<file path="src/rtl/pgx_pkg.sv">
package pgx_pkg;
  localparam int PAGE_W = 20;
  localparam int OFS_W  = 12;
  localparam int ADDR_W = PAGE_W + OFS_W;
  typedef logic [PAGE_W-1:0] page_t;
  typedef logic [OFS_W-1:0]  ofs_t;
endpackage

</file>
<file path="src/rtl/pgx_offset_step.sv">
module pgx_offset_step
  import pgx_pkg::*;
#(
  parameter int STEP = 4
) (
  input  ofs_t ofs,
  output ofs_t nxt,
  output logic carry
);
  localparam int SUM_W = OFS_W + 1;
  logic [SUM_W-1:0] sum;
  always_comb begin
    sum   = {1'b0, ofs} + SUM_W'(STEP);
    nxt   = sum[OFS_W-1:0];
    carry = sum[OFS_W];
  end
endmodule

</file>
<file path="src/rtl/pgx_base_sel.sv">
module pgx_base_sel
  import pgx_pkg::*;
(
  input  page_t base0,
  input  page_t base1,
  input  logic  sel,
  output page_t base
);
  page_t bases [2];
  assign bases[0] = base0;
  assign bases[1] = base1;
  assign base = bases[sel];
endmodule

</file>
<file path="src/rtl/pgx_beat_ctr.sv">
module pgx_beat_ctr #(
  parameter int CNT_W = 8
) (
  input  logic             clk,
  input  logic             rst_n,
  input  logic             load,
  input  logic [CNT_W-1:0] load_val,
  input  logic             dec,
  output logic             busy,
  output logic             last
);
  logic [CNT_W-1:0] cnt_q;
  always_ff @(posedge clk or negedge rst_n) begin
    if (!rst_n)        cnt_q <= '0;
    else if (load)     cnt_q <= load_val;
    else if (dec && busy) cnt_q <= cnt_q - CNT_W'(1);
  end
  assign busy = (cnt_q != '0);
  assign last = (cnt_q == CNT_W'(1));
endmodule

</file>
<file path="src/rtl/pgx_addr_gen.sv">
module pgx_addr_gen
  import pgx_pkg::*;
#(
  parameter int BEAT_BYTES = 4,
  parameter int CNT_W      = 8
) (
  input  logic             clk,
  input  logic             rst_n,
  input  logic             load,
  input  logic [19:0]      load_base0,
  input  logic [19:0]      load_base1,
  input  logic [11:0]      load_offset,
  input  logic             load_page,
  input  logic [CNT_W-1:0] load_beats,
  output logic             addr_valid,
  input  logic             addr_ready,
  output logic [31:0]      addr,
  output logic [11:0]      cur_offset,
  output logic             cur_page,
  output logic             done,
  output logic             ovf_err
);
  page_t base0_q, base1_q, sel_base;
  ofs_t  ofs_q, ofs_nxt;
  logic  page_q, err_q, done_q;
  logic  carry, busy, last, accept;

  pgx_offset_step #(.STEP(BEAT_BYTES)) u_step (
    .ofs(ofs_q), .nxt(ofs_nxt), .carry(carry)
  );

  pgx_base_sel u_sel (
    .base0(base0_q), .base1(base1_q), .sel(page_q), .base(sel_base)
  );

  pgx_beat_ctr #(.CNT_W(CNT_W)) u_ctr (
    .clk(clk), .rst_n(rst_n), .load(load), .load_val(load_beats),
    .dec(accept), .busy(busy), .last(last)
  );

  assign addr_valid = busy && !err_q;
  assign accept     = addr_valid && addr_ready;

  always_ff @(posedge clk or negedge rst_n) begin
    if (!rst_n) begin
      base0_q <= '0;
      base1_q <= '0;
      ofs_q   <= '0;
      page_q  <= 1'b0;
      err_q   <= 1'b0;
      done_q  <= 1'b0;
    end else if (load) begin
      base0_q <= load_base0;
      base1_q <= load_base1;
      ofs_q   <= load_offset;
      page_q  <= load_page;
      err_q   <= 1'b0;
      done_q  <= (load_beats == '0);
    end else if (accept) begin
      if (!carry) begin
        ofs_q <= ofs_nxt;
      end else if (!page_q) begin
        ofs_q  <= ofs_nxt;
        page_q <= 1'b1;
      end else if (last) begin
        ofs_q <= ofs_nxt;
      end else begin
        err_q <= 1'b1;
      end
      if (last) done_q <= 1'b1;
    end
  end

  assign addr       = {sel_base, ofs_q};
  assign cur_offset = ofs_q;
  assign cur_page   = page_q;
  assign done       = done_q;
  assign ovf_err    = err_q;
endmodule

</file>
<file path="config.mk">
export PLATFORM = sky130hd
export DESIGN_NAME = pgx_addr_gen
export DESIGN_NICKNAME = d
export VERILOG_FILES = /design/src/rtl/pgx_pkg.sv /design/src/rtl/pgx_offset_step.sv /design/src/rtl/pgx_base_sel.sv /design/src/rtl/pgx_beat_ctr.sv /design/src/rtl/pgx_addr_gen.sv
export SDC_FILE = /design/constraint.sdc
export NUM_CORES = 1
export LEC_CHECK = 0
export CAP_MARGIN = 20
export CORE_UTILIZATION = 43
export CTS_BUF_LIST = sky130_fd_sc_hd__clkbuf_2 sky130_fd_sc_hd__clkbuf_4 sky130_fd_sc_hd__clkbuf_8
export CTS_CLUSTER_DIAMETER = 80
export DETAILED_ROUTE_END_ITERATION = 12
export PLACE_DENSITY_LB_ADDON = 0.08
export SLEW_MARGIN = 10
export SYNTH_ARGS = -nofsm -noshare
export SYNTH_HDL_FRONTEND = slang
export SYNTH_HIERARCHICAL = 1
export SYNTH_SLANG_ARGS = --single-unit
</file>
<file path="constraint.sdc">
create_clock -name clk -period 2.6 [get_ports clk]
set_input_delay 0.39 -clock clk [delete_from_list [all_inputs] [get_ports clk]]
set_output_delay 0.39 -clock clk [all_outputs]
set_load 0.1 [all_outputs]
</file>
==> results.py, run 1 <==
metrics = {
    "final_layout": {
        "mostFrequentLayoutCell": "dfrtp_1",
        "layout-drive-gt1-share_pct": 36.0,
        "layout.nets": 457,
        "syn_to_final_growth_pct": 39.9,
        "antenna_cells": 0,
        "final_cell_mix": "dfrtp_1, clkdlybuf4s50_1, mux2_2",
        "final_util_pct": 62.3,
    },
    "floorplanning": {
        "fp-row-count": 32,
        "num_io_pins": 113,
        "die_width_um": 91.7,
        "core_region_area_mm2": 0.00777,
        "initial_core_util_pct": 44.6,
        "die_area_mm2": 0.00841,
        "die_h_um": 91.7,
    },
    "global_route": {
        "grt_pass1_wl_mm": 12.2,
        "grt_pass1_vias": 2513,
        "grt_overflow": 0,
        "groute.usage.overall_pct": 18.6,
        "antenna_found_initial": 0,
        "grt_start_max_net_pins": 53,
    },
    "synthesis": {
        "synth_top_family_by_area": "multiplexers",
        "yosys.area_share.xor_xnor_pct": 2.02,
        "seq_area_frac_synth_pct": 45.6,
        "synthSimpleGateAreaFrac_pct": 10.8,
        "synth-edff-count": 0,
        "async_reset_ff_share_pct": 100,
        "synth_compound_area_share_pct": 10.2,
        "synthFlopType": "dfrtp_1",
        "synthMuxAreaShare_pct": 21.7,
        "syn_area_mm2": 0.00346,
        "ys_types": 48,
        "avgSynthCellArea_um2": 11.9,
        "synth_fa_ha_area_share_pct": 1.08,
        "synth_seq_cells": 63,
        "syn-num-nets": 359,
        "yosysWarnings": 6,
        "netlist_instances": 291,
    },
    "clock_network": {
        "post_cts_resized": 0,
        "root_buffer": "clkbuf_8",
        "cts_tree": "built",
        "clk_latency_ns": 0.33,
        "numClockSinks": 63,
        "postCtsSetupBuffers": 0,
        "cts.reportedPaths.clkPinSlew_ns": 0.07,
        "numCtsBuffers": 9,
        "cts.htree.levels": 3,
        "cts_buffer_depth": 2,
        "ctsHoldBuffers": 0,
    },
    "worst_setup_path": {
        "max_stage_delay_ns": 0.54,
        "cp-startpoint": "u_ctr/cnt_q[0]$_DFFE_PN0P_",
        "cp_slowest_cell": "or4b_1",
        "critical_path.max_fanout": 6,
        "critPathTopFamily": "simple AND/OR/NAND/NOR gates",
        "required_ns": 2.85,
        "critical_path_buf_inv_count": 2,
        "path_cells": "inv_1 > ha_1 > nor3b_1 > nand2_1 > nand3b_4 > inv_6 > or4b_1 > or4_1 > a31oi_1",
        "r2r-start": "u_ctr/cnt_q[0]$_DFFE_PN0P_",
        "startpoint_type": "flop",
        "path_class": "reg -> reg",
        "cp_data_arrival_time_ns": 2.68,
        "worstSetupEndpointType": "flop",
    },
    "placement": {
        "numPortBuffers": 112,
        "dpl.hpwl_mm": 5.21,
        "routabilityCongestion": 0.874,
    },
    "timing": {
        "hold_violations": 0,
        "period_needed_ns": 2.43,
        "fin_tns_setup_ns": 0,
        "slew_headroom_pct": 53.9,
        "max_freq_mhz": 411,
        "slew_violations": 0,
        "fin_skew_ns": 0.00603,
        "grt_setup_unrepaired": "no",
        "setup_viol": 0,
        "worstMarginPinSlew_ns": 0.691,
        "finalCritPeriodShare_pct": 93.6,
    },
    "routing": {
        "viasPerCell": 5.23,
        "via_count": 2596,
        "wl_mm": 7.49,
        "ant_nets": 0,
        "drc_errors": 0,
        "drtIter0Drc": 65,
        "wire_per_inst_um": 15.1,
        "first_pass_iters": 4,
    },
    "worst_hold_path": {
        "hp-class": "in -> async",
    },
    "power": {
        "internal-power_mw": 1.94,
        "seqPwrFrac_pct": 35.3,
        "powerDensity_mw_per_mm2": 682,
        "swShare_pct": 41.1,
        "p_sw_mw": 1.36,
        "ir_drop_uv": 303,
        "leakage_nw": 2.03,
        "combPwrFrac_pct": 42.5,
        "pwr-share-clk_pct": 22.3,
    },
    "run_status": {
        "status": "finished, final reports clean",
    },
    "job": {
        "max_cap_viol_count": 0,
    },
}
## per-stage QoR
step | setup slack, ns | total power [mW] | std cells | cell area, µm² | hold slack [ns]
2_1_floorplan | 0.0744 | 2.17 | 291 | 3460 | 0.0944
3_3_place_gp | 0.256 | 2.58 | 480 | 4670 | 0.461
3_5_place_dp | 0.171 | 2.60 | 480 | 4670 | 0.472
4_1_cts | 0.165 | 3.34 | 496 | 4840 | 0.110
5_1_grt | 0.0591 | 3.44 | 496 | 4840 | 0.150
6_report | 0.167 | 3.30 | 496 | 4840 | 0.0967
## layer usage
layer  part of all wire [%]  wire (µm)  up-vias  GRT usage, %
li1                       -          -     1245             -
met1                     45       3370     1268          24.4
met2                     48       3620       75          29.6
met3                    5.4        404        8          4.64
met4                    1.3         96        0          7.03
met5                      0          0        -             0
## synthesized netlist by cell type (all sizes together) (2+ instances only)
cell | count | area (µm²)
inv | 6 | 27.5
a31oi | 17 | 106
or4 | 5 | 37.5
nand2 | 11 | 41.3
nor4 | 3 | 18.8
clkbuf | 6 | 36.3
o21ai | 16 | 80.1
ha | 3 | 37.5
nand3b | 2 | 27.5
nand4 | 3 | 18.8
a21oi | 15 | 75.1
nor2b | 12 | 75.1
buf | 26 | 235
or2 | 2 | 12.5
o211ai | 3 | 22.5
xnor2 | 7 | 61.3
and3 | 2 | 13.8
a211o | 2 | 17.5
and4 | 2 | 21.3
dfrtp | 63 | 1580
nor2 | 7 | 26.3
nand3 | 4 | 20.0
mux2 | 60 | 751
## registers in the layout, summed over array words and instances (netlist names)
signal and cells:
base1_q 20, ovf_err 1, base0_q 20, done 1
cur_page 1, cur_offset 12, u_ctr/cnt_q 8
## worst paths after layout
kind	endpoint	slack (ns)	depth (start not counted)
max	u_ctr/cnt_q[7]$_DFFE_PN0P_	0.17	9
min	cur_offset[9]$_DFFE_PN0P_	0.1	1
max reg2reg	u_ctr/cnt_q[7]$_DFFE_PN0P_	0.17	9
min reg2reg	base0_q[7]$_DFFE_PN0P_	0.51	1
max in group asynchronous	base1_q[11]$_DFFE_PN0P_	1.87	2
min in group clk	base0_q[7]$_DFFE_PN0P_	0.51	1
## layout make-up
cell class / instances / area [µm²]
flip-flops and latches: 63 / 1580
repair buffers: 119 / 1360
clock inverters: 6 / 37.5
inverters: 6 / 27.5
multi-input cells: 190 / 1590
clock buffers: 10 / 131
fillers: 653 / 2930
well taps: 102 / 128
## power by group through the flow
stage / logic, mW / registers (mW) / clock network (mW)
floorplan: 0.854 / 1.32 / 0
global placement: 1.40 / 1.18 / 0
detailed placement: 1.41 / 1.18 / 0
CTS: 1.41 / 1.17 / 0.760
global route: 1.46 / 1.18 / 0.800
finish: 1.40 / 1.17 / 0.736
## cells by family (layout without fill, tap and decap cells)
logic type	after synthesis	in the layout
mux	60	60
fa+ha+maj	3	3
buf+inv	38	141
compound gates	59	59
xor+xnor	8	8
simple gates	60	60
flops	63	63
Note: power is estimated with default switching activity, not from simulation.
==> run 2, diff against run 1 <==
--- a/config.mk
+++ b/config.mk
@@ -6,11 +6,13 @@
 export NUM_CORES = 1
 export LEC_CHECK = 0
 export CAP_MARGIN = 20
+export CORE_MARGIN = 2
 export CORE_UTILIZATION = 43
 export CTS_BUF_LIST = sky130_fd_sc_hd__clkbuf_2 sky130_fd_sc_hd__clkbuf_4 sky130_fd_sc_hd__clkbuf_8
 export CTS_CLUSTER_DIAMETER = 80
 export DETAILED_ROUTE_END_ITERATION = 12
 export PLACE_DENSITY_LB_ADDON = 0.08
+export SKIP_CTS_REPAIR_TIMING = 1
 export SLEW_MARGIN = 10
 export SYNTH_ARGS = -nofsm -noshare
 export SYNTH_HDL_FRONTEND = slang
==> run 2 against run 1 <==
Effect of this change:
- sequential power barely moved
- critical path depth did not move
- clock power rose by 15%
- first-iteration DRC count rose by 58%
- via count rose by 0.27%
==> results.py, run 2 (same netlist as run 1, synthesis figures left out) <==
metrics = {
    "global_route": {
        "antenna_found_initial": 0,
        "grt_pass1_wl_mm": 12.5,
        "grt_overflow": 0,
        "grt_start_max_net_pins": 38,
        "grt_pass1_vias": 2599,
        "groute.usage.overall_pct": 18.1,
    },
    "routing": {
        "dr_wl_met2_mm": 3.86,
        "viasPerCell": 5.23,
        "first_pass_iters": 4,
        "via_count": 2603,
        "drtIter0Drc": 103,
        "drt-met1-wl_mm": 3.30,
        "route.top_layer_used": "met4",
        "drc_errors": 0,
        "ant_nets": 0,
        "wire_per_inst_um": 15.5,
        "route.met3.wl_um": 504,
        "wl_mm": 7.73,
    },
    "floorplanning": {
        "initial_core_util_pct": 44.6,
        "core_region_area_mm2": 0.00777,
        "num_io_pins": 113,
        "die_h_um": 93.7,
        "die_width_um": 93.7,
        "fp-row-count": 32,
        "die_area_mm2": 0.00878,
    },
    "power": {
        "powerDensity_mw_per_mm2": 702,
        "p_sw_mw": 1.38,
        "combPwrFrac_pct": 41.1,
        "swShare_pct": 40.4,
        "pwr-share-clk_pct": 24.8,
        "seqPwrFrac_pct": 34.1,
        "leakage_nw": 2.05,
        "internal-power_mw": 2.04,
        "ir_drop_uv": 401,
    },
    "final_layout": {
        "fin_cells": 498,
        "antenna_cells": 0,
        "mostFrequentLayoutCell": "dfrtp_1",
        "final_cell_mix": "dfrtp_1, clkdlybuf4s50_1, mux2_2",
        "layout.nets": 459,
        "syn_to_final_growth_pct": 40.8,
        "layout-drive-gt1-share_pct": 36.4,
    },
    "clock_network": {
        "cts.htree.levels": 3,
        "cts_tree": "built",
        "numCtsBuffers": 9,
        "numClockSinks": 63,
        "clk_latency_ns": 0.34,
        "cts.reportedPaths.clkPinSlew_ns": 0.08,
        "root_buffer": "clkbuf_8",
        "cts_buffer_depth": 2,
    },
    "timing": {
        "hold_violations": 0,
        "fin_ws_ns": 0.196,
        "slew_violations": 0,
        "fin_skew_ns": 0.00726,
        "finalCritPeriodShare_pct": 92.5,
        "slew_headroom_pct": 55.7,
        "worstMarginPinSlew_ns": 0.664,
        "worst_hold_slack_ns": 0.0720,
        "period_needed_ns": 2.40,
        "setup_viol": 0,
        "fin_tns_setup_ns": 0,
        "grt_setup_unrepaired": "no",
        "max_freq_mhz": 416,
    },
    "placement": {
        "dpl_worst_slack_ns": 0.225,
        "numPortBuffers": 112,
        "post-place-cells": 482,
        "dpl.hpwl_mm": 5.51,
        "routabilityCongestion": 0.848,
    },
    "run_status": {
        "status": "finished, final reports clean",
    },
    "worst_setup_path": {
        "startpoint_type": "flop",
        "worstSetupEndpointType": "flop",
        "critical_path.max_fanout": 8,
        "path_class": "reg -> reg",
        "required_ns": 2.85,
        "cp_data_arrival_time_ns": 2.65,
    },
    "job": {
        "max_cap_viol_count": 0,
    },
    "worst_hold_path": {
        "hp-class": "in -> async",
    },
}
## run 2: cell types whose count changed in the layout (fill, tap and decap cells not counted), sizes merged
cell,delta
clkbuf,-1
buf,+2
bufinv,+1
clkinvlp,-1
inv,+1
## run 2: critical path: stages (launching register included)
cell and delay, ns:
dfrtp_1 0.39, inv_1 0.07, ha_1 0.22, nor3b_1 0.16
nand2_1 0.15, nand3b_4 0.11, inv_6 0.09, or4b_1 0.45
or4_1 0.48, a31oi_1 0.20
## run 2: worst paths after layout
check                                                start                          to  slack [ns]  cells after the start
worst max-delay path            u_ctr/cnt_q[0]$_DFFE_PN0P_  u_ctr/cnt_q[7]$_DFFE_PN0P_        0.20                      9
worst min-delay path                                 rst_n   cur_offset[9]$_DFFE_PN0P_        0.07                      1
worst max register to register  u_ctr/cnt_q[0]$_DFFE_PN0P_  u_ctr/cnt_q[7]$_DFFE_PN0P_        0.20                      9
worst min register to register      base0_q[2]$_DFFE_PN0P_      base0_q[2]$_DFFE_PN0P_        0.51                      1
max in group asynchronous                            rst_n     base0_q[12]$_DFFE_PN0P_        1.90                      2
min in group clk                                      load            done$_DFFE_PN0P_        0.39                      2
## run 2: layout make-up
cell class / instances / area (µm²)
fillers: 641 / 2900
multi-input cells: 190 / 1590
flip-flops and latches: 63 / 1580
repair buffers: 121 / 1360
well taps: 102 / 128
clock buffers: 9 / 124
clock inverters: 7 / 72.6
inverters: 6 / 27.5
## run 2: stage by stage
stage / instance area [µm²] / util, % / power (mW)
2_1_floorplan: 3460 / - / 2.17
3_3_place_gp: 4680 / 60.2 / 2.59
3_5_place_dp: 4680 / 60.2 / 2.60
4_1_cts: 4870 / 62.7 / 3.46
5_1_grt: 4870 / 62.7 / 3.56
6_report: 4870 / 62.7 / 3.42
## run 2: metal layers
| layer | vias up | global-route usage [%] |
|---|---|---|
| met1 | 1277 | 22.7 |
| li1 | 1239 | - |
| met5 | - | 0 |
| met3 | 6 | 6.18 |
| met4 | 0 | 5.19 |
| met2 | 81 | 29.9 |
## run 2: power groups by stage
| stage | clock network (mW) | logic (mW) | registers [mW] |
|---|---|---|---|
| finish | 0.849 | 1.40 | 1.17 |
| global route | 0.920 | 1.46 | 1.18 |
| CTS | 0.872 | 1.41 | 1.17 |
| detailed placement | 0 | 1.41 | 1.19 |
| global placement | 0 | 1.41 | 1.18 |
| floorplan | 0 | 0.854 | 1.32 |
